### src/rtl/twfreq_pkg.sv
package twfreq_pkg;
  localparam int CTRL_W  = 10;
  localparam int RANGE_W = 5;
  localparam int BYTE_W  = 8;
  localparam int LO_BITS = CTRL_W - BYTE_W;

  localparam logic [7:0] IDX_CTRL  = 8'h08;
  localparam logic [7:0] IDX_RANGE = 8'h0E;

  typedef enum logic [3:0] {
    ST_IDLE,
    ST_ADDR,
    ST_ADDR_ACK,
    ST_INDEX,
    ST_INDEX_ACK,
    ST_WDATA,
    ST_WDATA_ACK,
    ST_RDATA,
    ST_RDATA_ACK
  } tw_state_e;

  function automatic logic index_known(input logic [7:0] idx);
    return (idx == IDX_CTRL) || (idx == IDX_RANGE);
  endfunction

  function automatic logic [CTRL_W-1:0] join_ctrl(input logic [7:0] upper,
                                                  input logic [7:0] lower);
    return {upper, lower[7 -: LO_BITS]};
  endfunction

  function automatic logic [7:0] fetch_byte(input logic [7:0] idx,
                                            input logic [1:0] pos,
                                            input logic [CTRL_W-1:0] ctrl,
                                            input logic [RANGE_W-1:0] rng);
    logic [7:0] b;
    b = 8'h00;
    if (idx == IDX_CTRL) begin
      if (pos == 2'd0)      b = ctrl[CTRL_W-1 -: BYTE_W];
      else if (pos == 2'd1) b = {ctrl[LO_BITS-1:0], {(BYTE_W-LO_BITS){1'b0}}};
    end else if (idx == IDX_RANGE) begin
      if (pos == 2'd0) b = {{(BYTE_W-RANGE_W){1'b0}}, rng};
    end
    return b;
  endfunction
endpackage

### src/rtl/twfreq_sync.sv
module twfreq_sync #(
  parameter int STAGES = 2
) (
  input  logic clk,
  input  logic rst_n,
  input  logic scl_i,
  input  logic sda_i,
  output logic scl_s,
  output logic sda_s,
  output logic scl_rise,
  output logic scl_fall,
  output logic start_ev,
  output logic stop_ev
);
  logic [1:0] chain [STAGES];
  logic scl_p, sda_p;

  always_ff @(posedge clk or negedge rst_n) begin
    if (!rst_n) begin
      for (int i = 0; i < STAGES; i++) chain[i] <= 2'b11;
      scl_p <= 1'b1;
      sda_p <= 1'b1;
    end else begin
      chain[0] <= {scl_i, sda_i};
      for (int i = 1; i < STAGES; i++) chain[i] <= chain[i-1];
      scl_p <= chain[STAGES-1][1];
      sda_p <= chain[STAGES-1][0];
    end
  end

  assign scl_s    = chain[STAGES-1][1];
  assign sda_s    = chain[STAGES-1][0];
  assign scl_rise = scl_s & ~scl_p;
  assign scl_fall = ~scl_s & scl_p;
  assign start_ev = scl_s & scl_p & sda_p & ~sda_s;
  assign stop_ev  = scl_s & scl_p & ~sda_p & sda_s;
endmodule

### src/rtl/twfreq_engine.sv
module twfreq_engine
  import twfreq_pkg::*;
#(
  parameter logic [6:0] DEV_ADDR = 7'h58
) (
  input  logic       clk,
  input  logic       rst_n,
  input  logic       sda_s,
  input  logic       scl_rise,
  input  logic       scl_fall,
  input  logic       start_ev,
  input  logic       stop_ev,
  input  logic [7:0] rd_data,
  output logic       sda_oe,
  output logic       ptr_wr,
  output logic [7:0] ptr_val,
  output logic       data_wr,
  output logic [7:0] data_val,
  output logic [1:0] byte_pos,
  output logic       byte_done
);
  tw_state_e  state;
  logic [3:0] bit_cnt;
  logic [7:0] rx_sr;
  logic [7:0] tx_sr;
  logic       rd_mode;
  logic       host_ack;
  logic       oe_q;
  logic [1:0] pos_q;
  logic       rx_phase;

  assign rx_phase  = (state == ST_ADDR) || (state == ST_INDEX) || (state == ST_WDATA);
  assign byte_done = rx_phase && scl_fall && (bit_cnt == 4'd8);
  assign ptr_wr    = byte_done && (state == ST_INDEX) && index_known(rx_sr);
  assign ptr_val   = rx_sr;
  assign data_wr   = byte_done && (state == ST_WDATA);
  assign data_val  = rx_sr;
  assign byte_pos  = pos_q;
  assign sda_oe    = oe_q;

  function automatic logic [1:0] pos_next(input logic [1:0] p);
    return (p == 2'd3) ? p : p + 2'd1;
  endfunction

  always_ff @(posedge clk or negedge rst_n) begin
    if (!rst_n) begin
      state    <= ST_IDLE;
      bit_cnt  <= '0;
      rx_sr    <= '0;
      tx_sr    <= '0;
      rd_mode  <= 1'b0;
      host_ack <= 1'b0;
      oe_q     <= 1'b0;
      pos_q    <= '0;
    end else if (start_ev) begin
      state   <= ST_ADDR;
      bit_cnt <= '0;
      oe_q    <= 1'b0;
      pos_q   <= '0;
    end else if (stop_ev) begin
      state <= ST_IDLE;
      oe_q  <= 1'b0;
    end else begin
      case (state)
        ST_ADDR, ST_INDEX, ST_WDATA: begin
          if (scl_rise && bit_cnt < 4'd8) begin
            rx_sr   <= {rx_sr[6:0], sda_s};
            bit_cnt <= bit_cnt + 4'd1;
          end else if (byte_done) begin
            if (state == ST_ADDR) begin
              if (rx_sr[7:1] == DEV_ADDR) begin
                rd_mode <= rx_sr[0];
                oe_q    <= 1'b1;
                state   <= ST_ADDR_ACK;
              end else begin
                state <= ST_IDLE;
              end
            end else if (state == ST_INDEX) begin
              if (index_known(rx_sr)) begin
                oe_q  <= 1'b1;
                pos_q <= '0;
                state <= ST_INDEX_ACK;
              end else begin
                state <= ST_IDLE;
              end
            end else begin
              oe_q  <= 1'b1;
              pos_q <= pos_next(pos_q);
              state <= ST_WDATA_ACK;
            end
          end
        end
        ST_ADDR_ACK: begin
          if (scl_fall) begin
            bit_cnt <= '0;
            if (rd_mode) begin
              tx_sr <= rd_data;
              oe_q  <= ~rd_data[7];
              state <= ST_RDATA;
            end else begin
              oe_q  <= 1'b0;
              state <= ST_INDEX;
            end
          end
        end
        ST_INDEX_ACK, ST_WDATA_ACK: begin
          if (scl_fall) begin
            oe_q    <= 1'b0;
            bit_cnt <= '0;
            state   <= ST_WDATA;
          end
        end
        ST_RDATA: begin
          if (scl_rise) begin
            bit_cnt <= bit_cnt + 4'd1;
          end else if (scl_fall) begin
            if (bit_cnt == 4'd8) begin
              oe_q  <= 1'b0;
              pos_q <= pos_next(pos_q);
              state <= ST_RDATA_ACK;
            end else begin
              tx_sr <= {tx_sr[6:0], 1'b0};
              oe_q  <= ~tx_sr[6];
            end
          end
        end
        ST_RDATA_ACK: begin
          if (scl_rise) begin
            host_ack <= ~sda_s;
          end else if (scl_fall) begin
            bit_cnt <= '0;
            if (host_ack) begin
              tx_sr <= rd_data;
              oe_q  <= ~rd_data[7];
              state <= ST_RDATA;
            end else begin
              oe_q  <= 1'b0;
              state <= ST_IDLE;
            end
          end
        end
        default: begin
          oe_q <= 1'b0;
        end
      endcase
    end
  end
endmodule

### src/rtl/twfreq_regs.sv
module twfreq_regs
  import twfreq_pkg::*;
#(
  parameter logic [CTRL_W-1:0]  CTRL_INIT  = 10'd500,
  parameter logic [RANGE_W-1:0] RANGE_INIT = 5'd9
) (
  input  logic               clk,
  input  logic               rst_n,
  input  logic               ptr_wr,
  input  logic [7:0]         ptr_val,
  input  logic               data_wr,
  input  logic [7:0]         data_val,
  input  logic [1:0]         byte_pos,
  output logic [7:0]         rd_data,
  output logic               ctrl_commit,
  output logic               range_commit,
  output logic [CTRL_W-1:0]  ctrl_q,
  output logic [RANGE_W-1:0] range_q
);
  logic [7:0] ptr_q;
  logic [7:0] stage_q;
  logic       stage_wr;

  assign stage_wr     = data_wr && (ptr_q == IDX_CTRL)  && (byte_pos == 2'd0);
  assign ctrl_commit  = data_wr && (ptr_q == IDX_CTRL)  && (byte_pos == 2'd1);
  assign range_commit = data_wr && (ptr_q == IDX_RANGE) && (byte_pos == 2'd0);
  assign rd_data      = fetch_byte(ptr_q, byte_pos, ctrl_q, range_q);

  always_ff @(posedge clk or negedge rst_n) begin
    if (!rst_n) begin
      ptr_q   <= IDX_CTRL;
      stage_q <= '0;
      ctrl_q  <= CTRL_INIT;
      range_q <= RANGE_INIT;
    end else begin
      if (ptr_wr)       ptr_q   <= ptr_val;
      if (stage_wr)     stage_q <= data_val;
      if (ctrl_commit)  ctrl_q  <= join_ctrl(stage_q, data_val);
      if (range_commit) range_q <= data_val[RANGE_W-1:0];
    end
  end
endmodule

### src/rtl/twfreq_regif.sv
module twfreq_regif
  import twfreq_pkg::*;
#(
  parameter logic [6:0]         DEV_ADDR    = 7'h58,
  parameter logic [CTRL_W-1:0]  CTRL_INIT   = 10'd500,
  parameter logic [RANGE_W-1:0] RANGE_INIT  = 5'd9,
  parameter int                 SYNC_STAGES = 2
) (
  input  logic               clk,
  input  logic               rst_n,
  input  logic               scl_i,
  input  logic               sda_i,
  output logic               sda_oe,
  output logic [CTRL_W-1:0]  ctrl_word,
  output logic [RANGE_W-1:0] range_word
);
  logic       scl_s, sda_s;
  logic       scl_rise_ev, scl_fall_ev, start_ev, stop_ev;
  logic       ptr_wr, data_wr, byte_done_ev;
  logic [7:0] ptr_val, data_val, rd_data;
  logic [1:0] byte_pos;
  logic       ctrl_commit, range_commit;

  twfreq_sync #(.STAGES(SYNC_STAGES)) u_sync (
    .clk      (clk),
    .rst_n    (rst_n),
    .scl_i    (scl_i),
    .sda_i    (sda_i),
    .scl_s    (scl_s),
    .sda_s    (sda_s),
    .scl_rise (scl_rise_ev),
    .scl_fall (scl_fall_ev),
    .start_ev (start_ev),
    .stop_ev  (stop_ev)
  );

  twfreq_engine #(.DEV_ADDR(DEV_ADDR)) u_engine (
    .clk       (clk),
    .rst_n     (rst_n),
    .sda_s     (sda_s),
    .scl_rise  (scl_rise_ev),
    .scl_fall  (scl_fall_ev),
    .start_ev  (start_ev),
    .stop_ev   (stop_ev),
    .rd_data   (rd_data),
    .sda_oe    (sda_oe),
    .ptr_wr    (ptr_wr),
    .ptr_val   (ptr_val),
    .data_wr   (data_wr),
    .data_val  (data_val),
    .byte_pos  (byte_pos),
    .byte_done (byte_done_ev)
  );

  twfreq_regs #(.CTRL_INIT(CTRL_INIT), .RANGE_INIT(RANGE_INIT)) u_regs (
    .clk          (clk),
    .rst_n        (rst_n),
    .ptr_wr       (ptr_wr),
    .ptr_val      (ptr_val),
    .data_wr      (data_wr),
    .data_val     (data_val),
    .byte_pos     (byte_pos),
    .rd_data      (rd_data),
    .ctrl_commit  (ctrl_commit),
    .range_commit (range_commit),
    .ctrl_q       (ctrl_word),
    .range_q      (range_word)
  );
endmodule

### config.mk
export PLATFORM = sky130hd
export DESIGN_NAME = twfreq_regif
export DESIGN_NICKNAME = d
export VERILOG_FILES = /design/src/rtl/twfreq_pkg.sv /design/src/rtl/twfreq_sync.sv /design/src/rtl/twfreq_engine.sv /design/src/rtl/twfreq_regs.sv /design/src/rtl/twfreq_regif.sv
export SDC_FILE = /design/constraint.sdc
export NUM_CORES = 1
export LEC_CHECK = 0
export ABC_AREA = 1
export BUFFER_PORTS_ARGS = -buffer_cell sky130_fd_sc_hd__buf_4
export CAP_MARGIN = 25
export CORE_ASPECT_RATIO = 1.5
export CORE_MARGIN = 2
export CORE_UTILIZATION = 61
export CTS_BUF_LIST = sky130_fd_sc_hd__clkbuf_8 sky130_fd_sc_hd__clkbuf_16
export CTS_CLUSTER_DIAMETER = 100
export DETAILED_ROUTE_END_ITERATION = 8
export GPL_TIMING_DRIVEN = 1
export PLACE_DENSITY = 0.8
export SETUP_SLACK_MARGIN = 0.4
export SLEW_MARGIN = 20
export SYNTH_ARGS = -nofsm -noshare
export SYNTH_HDL_FRONTEND = slang
export SYNTH_HIERARCHICAL = 1
export SYNTH_SLANG_ARGS = --single-unit
### constraint.sdc
create_clock -name clk -period 2.4 [get_ports clk]
set_clock_uncertainty 0.1 [all_clocks]
set_input_delay 0.48 -clock clk [delete_from_list [all_inputs] [get_ports clk]]
set_output_delay 0.48 -clock clk [all_outputs]
set_load 0.02 [all_outputs]
==> results.md, run 1 <==
| Item | This run |
|---|---|
| Worst slew margin relative to its limit | 0.466 |
| Share of layout cells above drive strength 1 | 0.227 |
| Total of buffers placed on input and output ports | 19 |
| Placed Instances | 587 |
| Critical Path Start Type | flip-flop |
| Setup slack after placement | 0.228 ns |
| Mean area per synthesized cell | 7.39 sq um |
| Antenna cell count | 0 |
| Maximum root-to-sink buffer count | 2 |
| Highest ir drop seen on vdd | 0.790 mV |
| Fraction of the cycle the final worst path needs | 0.829 |
| I/O pin count | 20 |
| Number of filler cells placed in the layout | 453 |
| Setup-violating endpoint count in the final report | 0 |
| Via density per instance | 5.53 |
| Register-to-Register Path Depth | 11 |
| Overall via count from detail_route | 3416 |
| DP Wirelength | 6290 um |
| Clock share of power | 0.246 |
| Via count of the first global-routing pass | 3202 |
| Number of instances in the synthesized netlist | 504 |
| Setup WS post-layout | 0.410 ns |
| Finished Layout Cells | 618 |
| Effective utilization at floorplan | 0.634 |
| Max Fanout on Critical Path | 8 |
| Critical Setup Path Class | flip-flop to flip-flop |
| Remaining antenna violation count | 0 |
| Pin count of the biggest net entering global routing | 66 |
| Average detailed-routed wire length per instance | 14.8 um |
| Maximum single-stage delay on the critical path | 0.40 ns |
| Clock latency at the later pin of the worst-skew pair | 0.35 ns |
| Power density cells | 970 mW/mm^2 |
| YS warnings | 6 |
| Final number of hold-violating endpoints | 0 |
| Power consumption | 4210 uW |
| Endpoint kind of the worst setup timing path | flip-flop |
| Antenna violations before repair | 0 |
| Setup tns final | 0 ns |
| Slew at the pin closest to its max-slew limit | 0.801 ns |
| Leading cell type in the layout, fill and taps excluded | sky130_fd_sc_hd__nand2_1 |
| Final worst path period need | 1.99 ns |
| Min-delay worst type | primary input to async pin |
| R2r endpoint | u_regs/stage_q[1]$_DFFE_PN0P_ |
| Total Nets Final | 548 |
| Global routing usage summed across all routing layers | 0.288 |
| WL final | 9140 um |
| Data required time of the critical path | 2.54 ns |
| Combinational share of power | 0.407 |
| Cell Chain, Critical Path | inv_1 > ha_1 > nand2_1 > nor2_4 > nand2_2 > nor2_2 > inv_2 > nor2_4 > nand3_4 > nand2_1 > o21ai_1 |
| Clock tree from TritonCTS | built |
| Overall die width | 67.8 um |
| Die outline height | 99.7 um |
| Mapped Area | 0.00372 sq mm |
| Floorplan core area | 0.00587 sq mm |
| Switching power share of the total | 0.425 |
| TritonCTS Buffers | 9 |
| Sequential fraction of design power | 0.347 |
| Detailed Route Iter0 Violations | 313 |
| Signal arrival time at the worst endpoint | 2.13 ns |
| CTS root buffer | sky130_fd_sc_hd__clkbuf_8 |
| Maximum Capacitance Violations | 0 |
| Highest Clock Rate | 502 MHz |
| DRC errors left | 0 |
| Congestion Overflow GR | 0 |
| Leading cell types in the layout, fill and taps excluded | sky130_fd_sc_hd__nand2_1 (182), sky130_fd_sc_hd__inv_1 (52), sky130_fd_sc_hd__dfrtp_1 (50) |
| Setup repair after global routing missed its margin | yes |
| Layout area overhead | 16.6% |
| Clock input transition at the sequential cells of the worst setup and hold paths | 0.07 ns |
| Total number of H-tree levels | 3 |
| DIE AREA | 0.00676 sq mm |
| Leakage dissipation | 0.00222 uW |
| Max-slew violation total from the final report | 0 |
| Post-Synthesis Net Count | 510 |
| Slack of the worst reg-to-reg path | 0.41 ns |
| Outcome | completed |
| Net switching component of the power | 1790 uW |
| Highest-delay cell along the critical path | sky130_fd_sc_hd__dfrtp_1 |
| Worst flop-to-flop path startpoint | u_engine/bit_cnt[1]$_DFFE_PN0P_ |
| Row count | 34 |
| GP Congestion | 0.952 |
| Number of clock sinks seen by CTS | 65 |
| Detailed-routing iteration count for the pre-antenna-repair pass | 5 |
| Internal Power | 2420 uW |
| Wire length of the first global-routing pass | 14400 um |
registers in the layout, summed over array words and instances, names as in the netlist, 2 cells and up:
register / flops
u_regs/ctrl_q: 10
u_engine/data_val: 8
u_regs/ptr_q: 8
u_regs/stage_q: 8
u_engine/tx_sr: 7
u_regs/range_q: 5
u_engine/bit_cnt: 4
u_engine/state: 4
u_engine/byte_pos: 2
u_sync/chain: 2
worst max path at each step:
stage | startpoint | end | slack (ns)
global placement | u_engine/bit_cnt[0]$_DFFE_PN0P_ | u_regs/ctrl_q[9]$_DFFE_PN0P_ | 0.35
CTS | u_engine/bit_cnt[0]$_DFFE_PN0P_ | u_regs/stage_q[1]$_DFFE_PN0P_ | 0.40
floorplan | u_engine/state[3]$_DFFE_PN0P_ | u_regs/ptr_q[4]$_DFFE_PN0P_ | 0.44
global route | u_engine/bit_cnt[0]$_DFFE_PN0P_ | u_regs/stage_q[6]$_DFFE_PN0P_ | 0.27
finish | u_engine/bit_cnt[1]$_DFFE_PN0P_ | u_regs/stage_q[1]$_DFFE_PN0P_ | 0.41
detailed placement | u_engine/bit_cnt[0]$_DFFE_PN0P_ | u_regs/ctrl_q[8]$_DFFE_PN1P_ | 0.23
final cells by class:
class / count / area (sq um) / area share
clock buffers: 10 / 138 / 0.0317
clock inverters: 5 / 80.1 / 0.0184
inverters: 62 / 235 / 0.0542
multi-input cells: 365 / 1840 / 0.424
flip-flops and latches: 65 / 1650 / 0.379
well taps: 72 / 90.1 / 0.0207
repair buffers: 39 / 313 / 0.0720
timing repair:
action,4_1_cts,5_1_grt
setup endpoints to repair,24,51
pin swaps,1,8
gates cloned,0,2
hold buffers,0,0
endpoints found under the hold margin,0,0
gates resized for setup,5,23
setup buffers,0,14
routing by layer:
metal	track usage	vias to the layer above	routed length, um
met2	0.489	102	4840
met4	0.146	0	345
met3	0.0588	28	389
met5	0	-	0
met1	0.335	1640	3560
li1	-	1646	-
per-stage QoR:
step | util | hold slack [ns] | area (sq um)
2_1_floorplan | - | 0.0844 | 3720
3_3_place_gp | 0.663 | 0.246 | 3890
3_5_place_dp | 0.663 | 0.247 | 3890
4_1_cts | 0.703 | 0.117 | 4130
5_1_grt | 0.740 | 0.109 | 4340
6_report | 0.740 | 0.105 | 4340
critical path: cells and delay by family (launching register included):
family,cells,cell delay [ns]
compound gates,1,0.06
fa+ha+maj,1,0.15
buf+inv,2,0.14
flops,1,0.40
simple gates,7,1.04
power groups by stage:
stage	Combinational [uW]	Sequential, uW	Clock (uW)
detailed placement	1510	1480	0
global route	1900	1490	1100
finish	1710	1460	1030
global placement	1470	1470	0
floorplan	1270	1410	0
CTS	1530	1460	1050
Note: power is estimated with default switching activity, not from simulation.
==> inputs of run 2 (changes only) <==
CORE_UTILIZATION = 55   (was 61)
PLACE_DENSITY = 0.76   (was 0.8)
clock period = 1.7 ns   (was 2.4 ns; I/O delays follow)
==> run 2 against run 1 <==
Compared with the run above:
- the run now ends with negative setup slack left
- hold slack improved by 0.15 ns
- critical path type unchanged
- largest cell class unchanged
- utilization rose by 11 points
- routed wire length grew 59%
- largest power group unchanged
- critical path depth grew 1
==> results.md, run 2 (synthesized netlist as in run 1, its figures left out) <==
| Item | This run |
|---|---|
| Startpoint of the most critical setup path | u_engine/bit_cnt[0]$_DFFE_PN0P_ |
| Row count | 36 |
| Clock latency at the later pin of the worst-skew pair | 0.36 ns |
| Maximum single-stage delay on the critical path | 0.39 ns |
| TritonCTS Buffers | 9 |
| Violations in the final reports | negative setup slack |
| Cell Chain, Critical Path | inv_1 > ha_2 > nand2_2 > nor2_4 > nand2_4 > nor2_2 > inv_2 > nor2_4 > nand3_4 > buf_6 > nand2_1 > o21ai_1 |
| Congestion Overflow GR | 0 |
| Maximum root-to-sink buffer count | 2 |
| Detailed Route Iter0 Violations | 371 |
| I/O pin count | 20 |
| Highest ir drop seen on vdd | 0.957 mV |
| Leakage dissipation | 0.00282 uW |
| Number of clock sinks seen by CTS | 65 |
| Number of flip-flops under the largest register name | 10 |
| Hold Path Origin | u_sync/chain[3]$_DFF_PN1_ |
| Antenna cell count | 0 |
| Signal arrival time at the worst endpoint | 2.12 ns |
| Setup WS post-layout | -0.295 ns |
| Total Nets Final | 642 |
| Remaining antenna violation count | 0 |
| Fraction of the cycle the final worst path needs | 1.17 |
| Max Fanout on Critical Path | 5 |
| Detailed-routing iteration count for the pre-antenna-repair pass | 5 |
| Cell seen most often among critical-path stages | sky130_fd_sc_hd__nor2_4 |
| Highest-delay cell along the critical path | sky130_fd_sc_hd__dfrtp_1 |
| Worst slew margin relative to its limit | 0.697 |
| Critical Path Start Type | flip-flop |
| Die outline height | 105 um |
| Net switching component of the power | 3460 uW |
| Min-delay worst type | flip-flop to flip-flop |
| Via density per instance | 5.96 |
| Leading cell type in the layout, fill and taps excluded | sky130_fd_sc_hd__nand2_1 |
| Layout area overhead | 48.9% |
| Final Instance Area | 0.00555 sq mm |
| Internal Power | 4130 uW |
| Clock tree from TritonCTS | built |
| Wire length of the first global-routing pass | 18300 um |
| Final worst path period need | 1.99 ns |
| Combinational share of power | 0.567 |
| Leading cell types in the layout, fill and taps excluded | sky130_fd_sc_hd__nand2_1 (144), sky130_fd_sc_hd__buf_4 (92), sky130_fd_sc_hd__inv_1 (47), sky130_fd_sc_hd__dfrtp_1 (47), sky130_fd_sc_hd__nand2_2 (39) |
| Global routing usage summed across all routing layers | 0.314 |
| Final number of hold-violating endpoints | 0 |
| Antenna violations before repair | 0 |
| Total number of H-tree levels | 3 |
| Power consumption | 7600 uW |
| Total of buffers placed on input and output ports | 19 |
| Placed instance area | 0.00441 sq mm |
| Data required time of the critical path | 1.83 ns |
| Endpoint kind of the worst setup timing path | flip-flop |
| Floorplan core area | 0.00653 sq mm |
| GP Congestion | 0.925 |
| Via count of the first global-routing pass | 3983 |
| Worst flop-to-flop path startpoint | u_engine/bit_cnt[0]$_DFFE_PN0P_ |
| DRC errors left | 0 |
| Sequential fraction of design power | 0.260 |
| Setup slack after placement | -0.218 ns |
| Clock input transition at the sequential cells of the worst setup and hold paths | 0.08 ns |
| Power density cells | 1370 mW/mm^2 |
| Setup-violating endpoint count in the final report | 58 |
| CTS root buffer | sky130_fd_sc_hd__clkbuf_8 |
| Overall via count from detail_route | 4275 |
| Effective utilization at floorplan | 0.570 |
| Setup tns final | -11.42 ns |
| Clock share of power | 0.173 |
| DIE AREA | 0.00746 sq mm |
| Max-slew violation total from the final report | 0 |
| Share of layout cells above drive strength 1 | 0.459 |
| Pin count of the biggest net entering global routing | 30 |
| Setup repair after global routing missed its margin | yes |
| Slew at the pin closest to its max-slew limit | 0.453 ns |
| WL final | 14500 um |
| Outcome | finished, violations left |
| Overall die width | 71.2 um |
| DP Wirelength | 7280 um |
| Switching power share of the total | 0.456 |
| Highest Clock Rate | 501 MHz |
| Average detailed-routed wire length per instance | 20.2 um |
| Critical Setup Path Class | flip-flop to flip-flop |
| Maximum Capacitance Violations | 0 |
| Register with the highest flop count | u_regs/ctrl_q |
## run 2: metrics by stage
| step | hold WS [ns] | std cells | utilization |
|---|---|---|---|
| finish | 0.252 | 717 | 0.849 |
| global route | 0.257 | 717 | 0.849 |
| CTS | 0.258 | 695 | 0.769 |
| detailed placement | 0.196 | 648 | 0.675 |
| global placement | 0.188 | 648 | 0.675 |
| floorplan | -0.0556 | 504 | - |
## run 2: critical path, delay by kind of cell, from the launching register on
kind | cells | cell delay, ns
buffers and inverters | 3 | 0.32
AND/OR/NAND/NOR | 7 | 0.77
flip-flops | 1 | 0.39
AO/OA/AOI/OAI | 1 | 0.11
adder cells (fa/ha/maj) | 1 | 0.17
## run 2: layer usage
metal  wire length (um)  GRT usage
met1               4810      0.336
met2               7540      0.560
met3                903     0.0434
met4               1250      0.202
met5                  0          0
## run 2: repair_timing
| action | 4_1_cts | 5_1_grt |
|---|---|---|
| setup buffers | 25 | 22 |
| cloned | 3 | 0 |
| resized for setup | 54 | 102 |
| endpoints found under the hold margin | 24 | 0 |
| setup endpoints to repair | 75 | 75 |
| pin swaps | 21 | 42 |
| hold buffers | 3 | 0 |
## run 2: path summary, 6_finish.rpt
kind                       depth (start not counted)  slack (ns)                            end
max reg2reg                                       12       -0.29   u_regs/ctrl_q[1]$_DFFE_PN0P_
min                                                0        0.25         u_sync/scl_s$_DFF_PN1_
max                                               12       -0.29   u_regs/ctrl_q[1]$_DFFE_PN0P_
min in group asynchronous                          2        0.36  u_engine/tx_sr[2]$_DFFE_PN0P_
min reg2reg                                        0        0.25         u_sync/scl_s$_DFF_PN1_
max in group asynchronous                          3        0.57   u_regs/ctrl_q[2]$_DFFE_PN1P_
## run 2: power by group through the flow
stage                     logic [uW]  registers (uW)  clock network, uW
after floorplan                 1920            2000                  0
after global placement          2910            1950                  0
after detailed placement        2980            1950                  0
after CTS                       3230            1930               1310
after global routing            4540            1990               1380
final                           4310            1980               1310
## run 2: layout make-up
class | instances | area [sq um]
multi-input combinational | 365 | 2190
inverter | 62 | 249
tap | 76 | 95.1
sequential | 65 | 1650
clock buffer | 9 | 124
timing repair buffer | 133 | 1170
fill | 342 | 986
clock inverter | 7 | 63.8
==> inputs of run 3 (changes only) <==
==> constraint.sdc (replaced) <==
create_clock -name clk -period 1.7 [get_ports clk]
set_clock_uncertainty 0.1 [all_clocks]
set_input_delay 0.085 -clock clk [delete_from_list [all_inputs] [get_ports clk]]
set_output_delay 0.085 -clock clk [all_outputs]
set_load 0.02 [all_outputs]
==> run 3 against run 2 <==
Compared with the run above:
- the flow still finishes with violations (negative setup slack)
- critical path depth shrank 4
- register-to-register slack gained 0.12 ns
- sequential cell count is the same
- utilization shrank 4.7 points
- maximum frequency grew 6.2%
- routed wire length shrank 23%
- highest routed layer unchanged
==> results.md, run 3 (synthesized netlist as in run 1, its figures left out) <==
| Item | This run |
|---|---|
| Highest-delay cell along the critical path | sky130_fd_sc_hd__dfrtp_1 |
| Cell Chain, Critical Path | inv_1 > ha_2 > nand2_2 > nor2_4 > nand2_2 > buf_6 > nor3_4 > mux2_4 |
| Total Nets Final | 607 |
| DRC errors left | 0 |
| Final worst path period need | 1.88 ns |
| Leakage dissipation | 0.00262 uW |
| Detailed Route Iter0 Violations | 329 |
| Met1 layer wirelength in the final routing | 4130 um |
| Fraction of the cycle the final worst path needs | 1.10 |
| Critical Path Start Type | flip-flop |
| Max-slew violation total from the final report | 0 |
| DIE AREA | 0.00746 sq mm |
| Power density cells | 1350 mW/mm^2 |
| Signal arrival time at the worst endpoint | 2.06 ns |
| Number of flip-flops under the largest register name | 10 |
| Die outline height | 105 um |
| Clock input transition at the sequential cells of the worst setup and hold paths | 0.08 ns |
| Final Instance Area | 0.00524 sq mm |
| Outcome | finished, violations left |
| Pin count of the biggest net entering global routing | 38 |
| Overall via count from detail_route | 3803 |
| Setup-violating endpoint count in the final report | 56 |
| Antenna violations before repair | 0 |
| Max Fanout on Critical Path | 4 |
| Remaining antenna violation count | 0 |
| Detailed-routing iteration count for the pre-antenna-repair pass | 7 |
| Maximum single-stage delay on the critical path | 0.40 ns |
| Average detailed-routed wire length per instance | 16.3 um |
| Top Metal Used | met4 |
| Setup WS post-layout | -0.178 ns |
| GP Congestion | 0.922 |
| Worst slew margin relative to its limit | 0.743 |
| Cell seen most often among critical-path stages | sky130_fd_sc_hd__nand2_2 |
| Data required time of the critical path | 1.88 ns |
| Wire length of the first global-routing pass | 16800 um |
| Total number of H-tree levels | 3 |
| I/O pin count | 20 |
| Slew at the pin closest to its max-slew limit | 0.385 ns |
| Total of buffers placed on input and output ports | 19 |
| Floorplan core area | 0.00653 sq mm |
| Maximum Capacitance Violations | 0 |
| Overall die width | 71.2 um |
| Leading cell types in the layout, fill and taps excluded | sky130_fd_sc_hd__nand2_1 (137), sky130_fd_sc_hd__buf_4 (79), sky130_fd_sc_hd__nand2_2 (49) |
| Via count of the first global-routing pass | 3659 |
| Violations in the final reports | negative setup slack |
| TritonCTS Buffers | 9 |
| DP Wirelength | 7040 um |
| Number of clock sinks seen by CTS | 65 |
| Met2 wire length | 6080 um |
| Layout area overhead | 40.8% |
| Placed instance area | 0.00433 sq mm |
| Effective utilization at floorplan | 0.570 |
| Final number of hold-violating endpoints | 0 |
| WL final | 11100 um |
| Worst hold margin | 0.0937 ns |
| Clock latency at the later pin of the worst-skew pair | 0.36 ns |
| Antenna cell count | 0 |
| CTS root buffer | sky130_fd_sc_hd__clkbuf_8 |
| Met3 wire length | 486 um |
| Endpoint kind of the worst setup timing path | flip-flop |
| Global routing usage summed across all routing layers | 0.290 |
| Via density per instance | 5.58 |
| Share of layout cells above drive strength 1 | 0.454 |
| Maximum root-to-sink buffer count | 2 |
| Min-delay worst type | primary input to async pin |
| Critical Setup Path Class | flip-flop to flip-flop |
| Leading cell type in the layout, fill and taps excluded | sky130_fd_sc_hd__nand2_1 |
| Row count | 36 |
| Highest ir drop seen on vdd | 0.737 mV |
| Congestion Overflow GR | 0 |
| Clock tree from TritonCTS | built |
| Setup repair after global routing missed its margin | yes |
| Register with the highest flop count | u_regs/ctrl_q |
| Highest Clock Rate | 532 MHz |
[run 3: stage by stage]
stage / setup WS (ns) / utilization / total power, uW / cells / setup TNS [ns]
CTS: -0.115 / 0.753 / 6560 / 671 / -3.16
global placement: -0.107 / 0.664 / 4710 / 638 / -2.18
floorplan: -0.0821 / - / 3920 / 504 / -0.953
finish: -0.178 / 0.802 / 7070 / 682 / -5.19
detailed placement: -0.128 / 0.664 / 4770 / 638 / -3.51
global route: -0.208 / 0.802 / 7460 / 682 / -9.39
[run 3: path summary, 6_finish.rpt]
path	startpoint	end	slack [ns]	cells after the start
setup / recovery	u_engine/bit_cnt[0]$_DFFE_PN0P_	u_regs/ptr_q[3]$_DFFE_PN1P_	-0.18	8
hold / removal	rst_n	u_regs/ctrl_q[3]$_DFFE_PN0P_	0.09	2
setup reg to reg	u_engine/bit_cnt[0]$_DFFE_PN0P_	u_regs/ptr_q[3]$_DFFE_PN1P_	-0.18	8
hold reg to reg	u_sync/chain[3]$_DFF_PN1_	u_sync/scl_s$_DFF_PN1_	0.25	0
max in group asynchronous	rst_n	u_sync/chain[3]$_DFF_PN1_	0.80	3
min in group clk	u_sync/chain[3]$_DFF_PN1_	u_sync/scl_s$_DFF_PN1_	0.25	0
[run 3: cell type report]
class	instances	area, sq um
flip-flops and latches	65	1650
inverters	62	245
well taps	76	95.1
multi-input cells	365	2210
clock inverters	6	76.3
clock buffers	10	138
repair buffers	97	818
fillers	432	1290
repair inverters	1	7.51
[run 3: critical path: cells and delay by family, from the launching register on]
family                   cells  cell delay [ns]
buffers and inverters        2             0.22
AND/OR/NAND/NOR              4             0.56
flip-flops                   1             0.40
adder cells (fa/ha/maj)      1             0.17
multiplexers                 1             0.35
[run 3: power breakdown]
part | internal, uW | switching [uW]
Clock | 848 | 602
Combinational | 1440 | 2190
Sequential | 1760 | 231
[run 3: metal layers]
layer,vias to the layer above,GRT usage
li1,1765,-
met5,-,0
met3,39,0.0453
met2,154,0.521
met4,0,0.147
met1,1845,0.322
[run 3: what timing repair did]
item,4_1_cts,5_1_grt
hold buffers,3,0
resized for setup,68,75
cloned,3,1
setup buffers,11,10
setup endpoints to repair,59,59
pin swaps,38,29
hold endpoints to repair,60,0
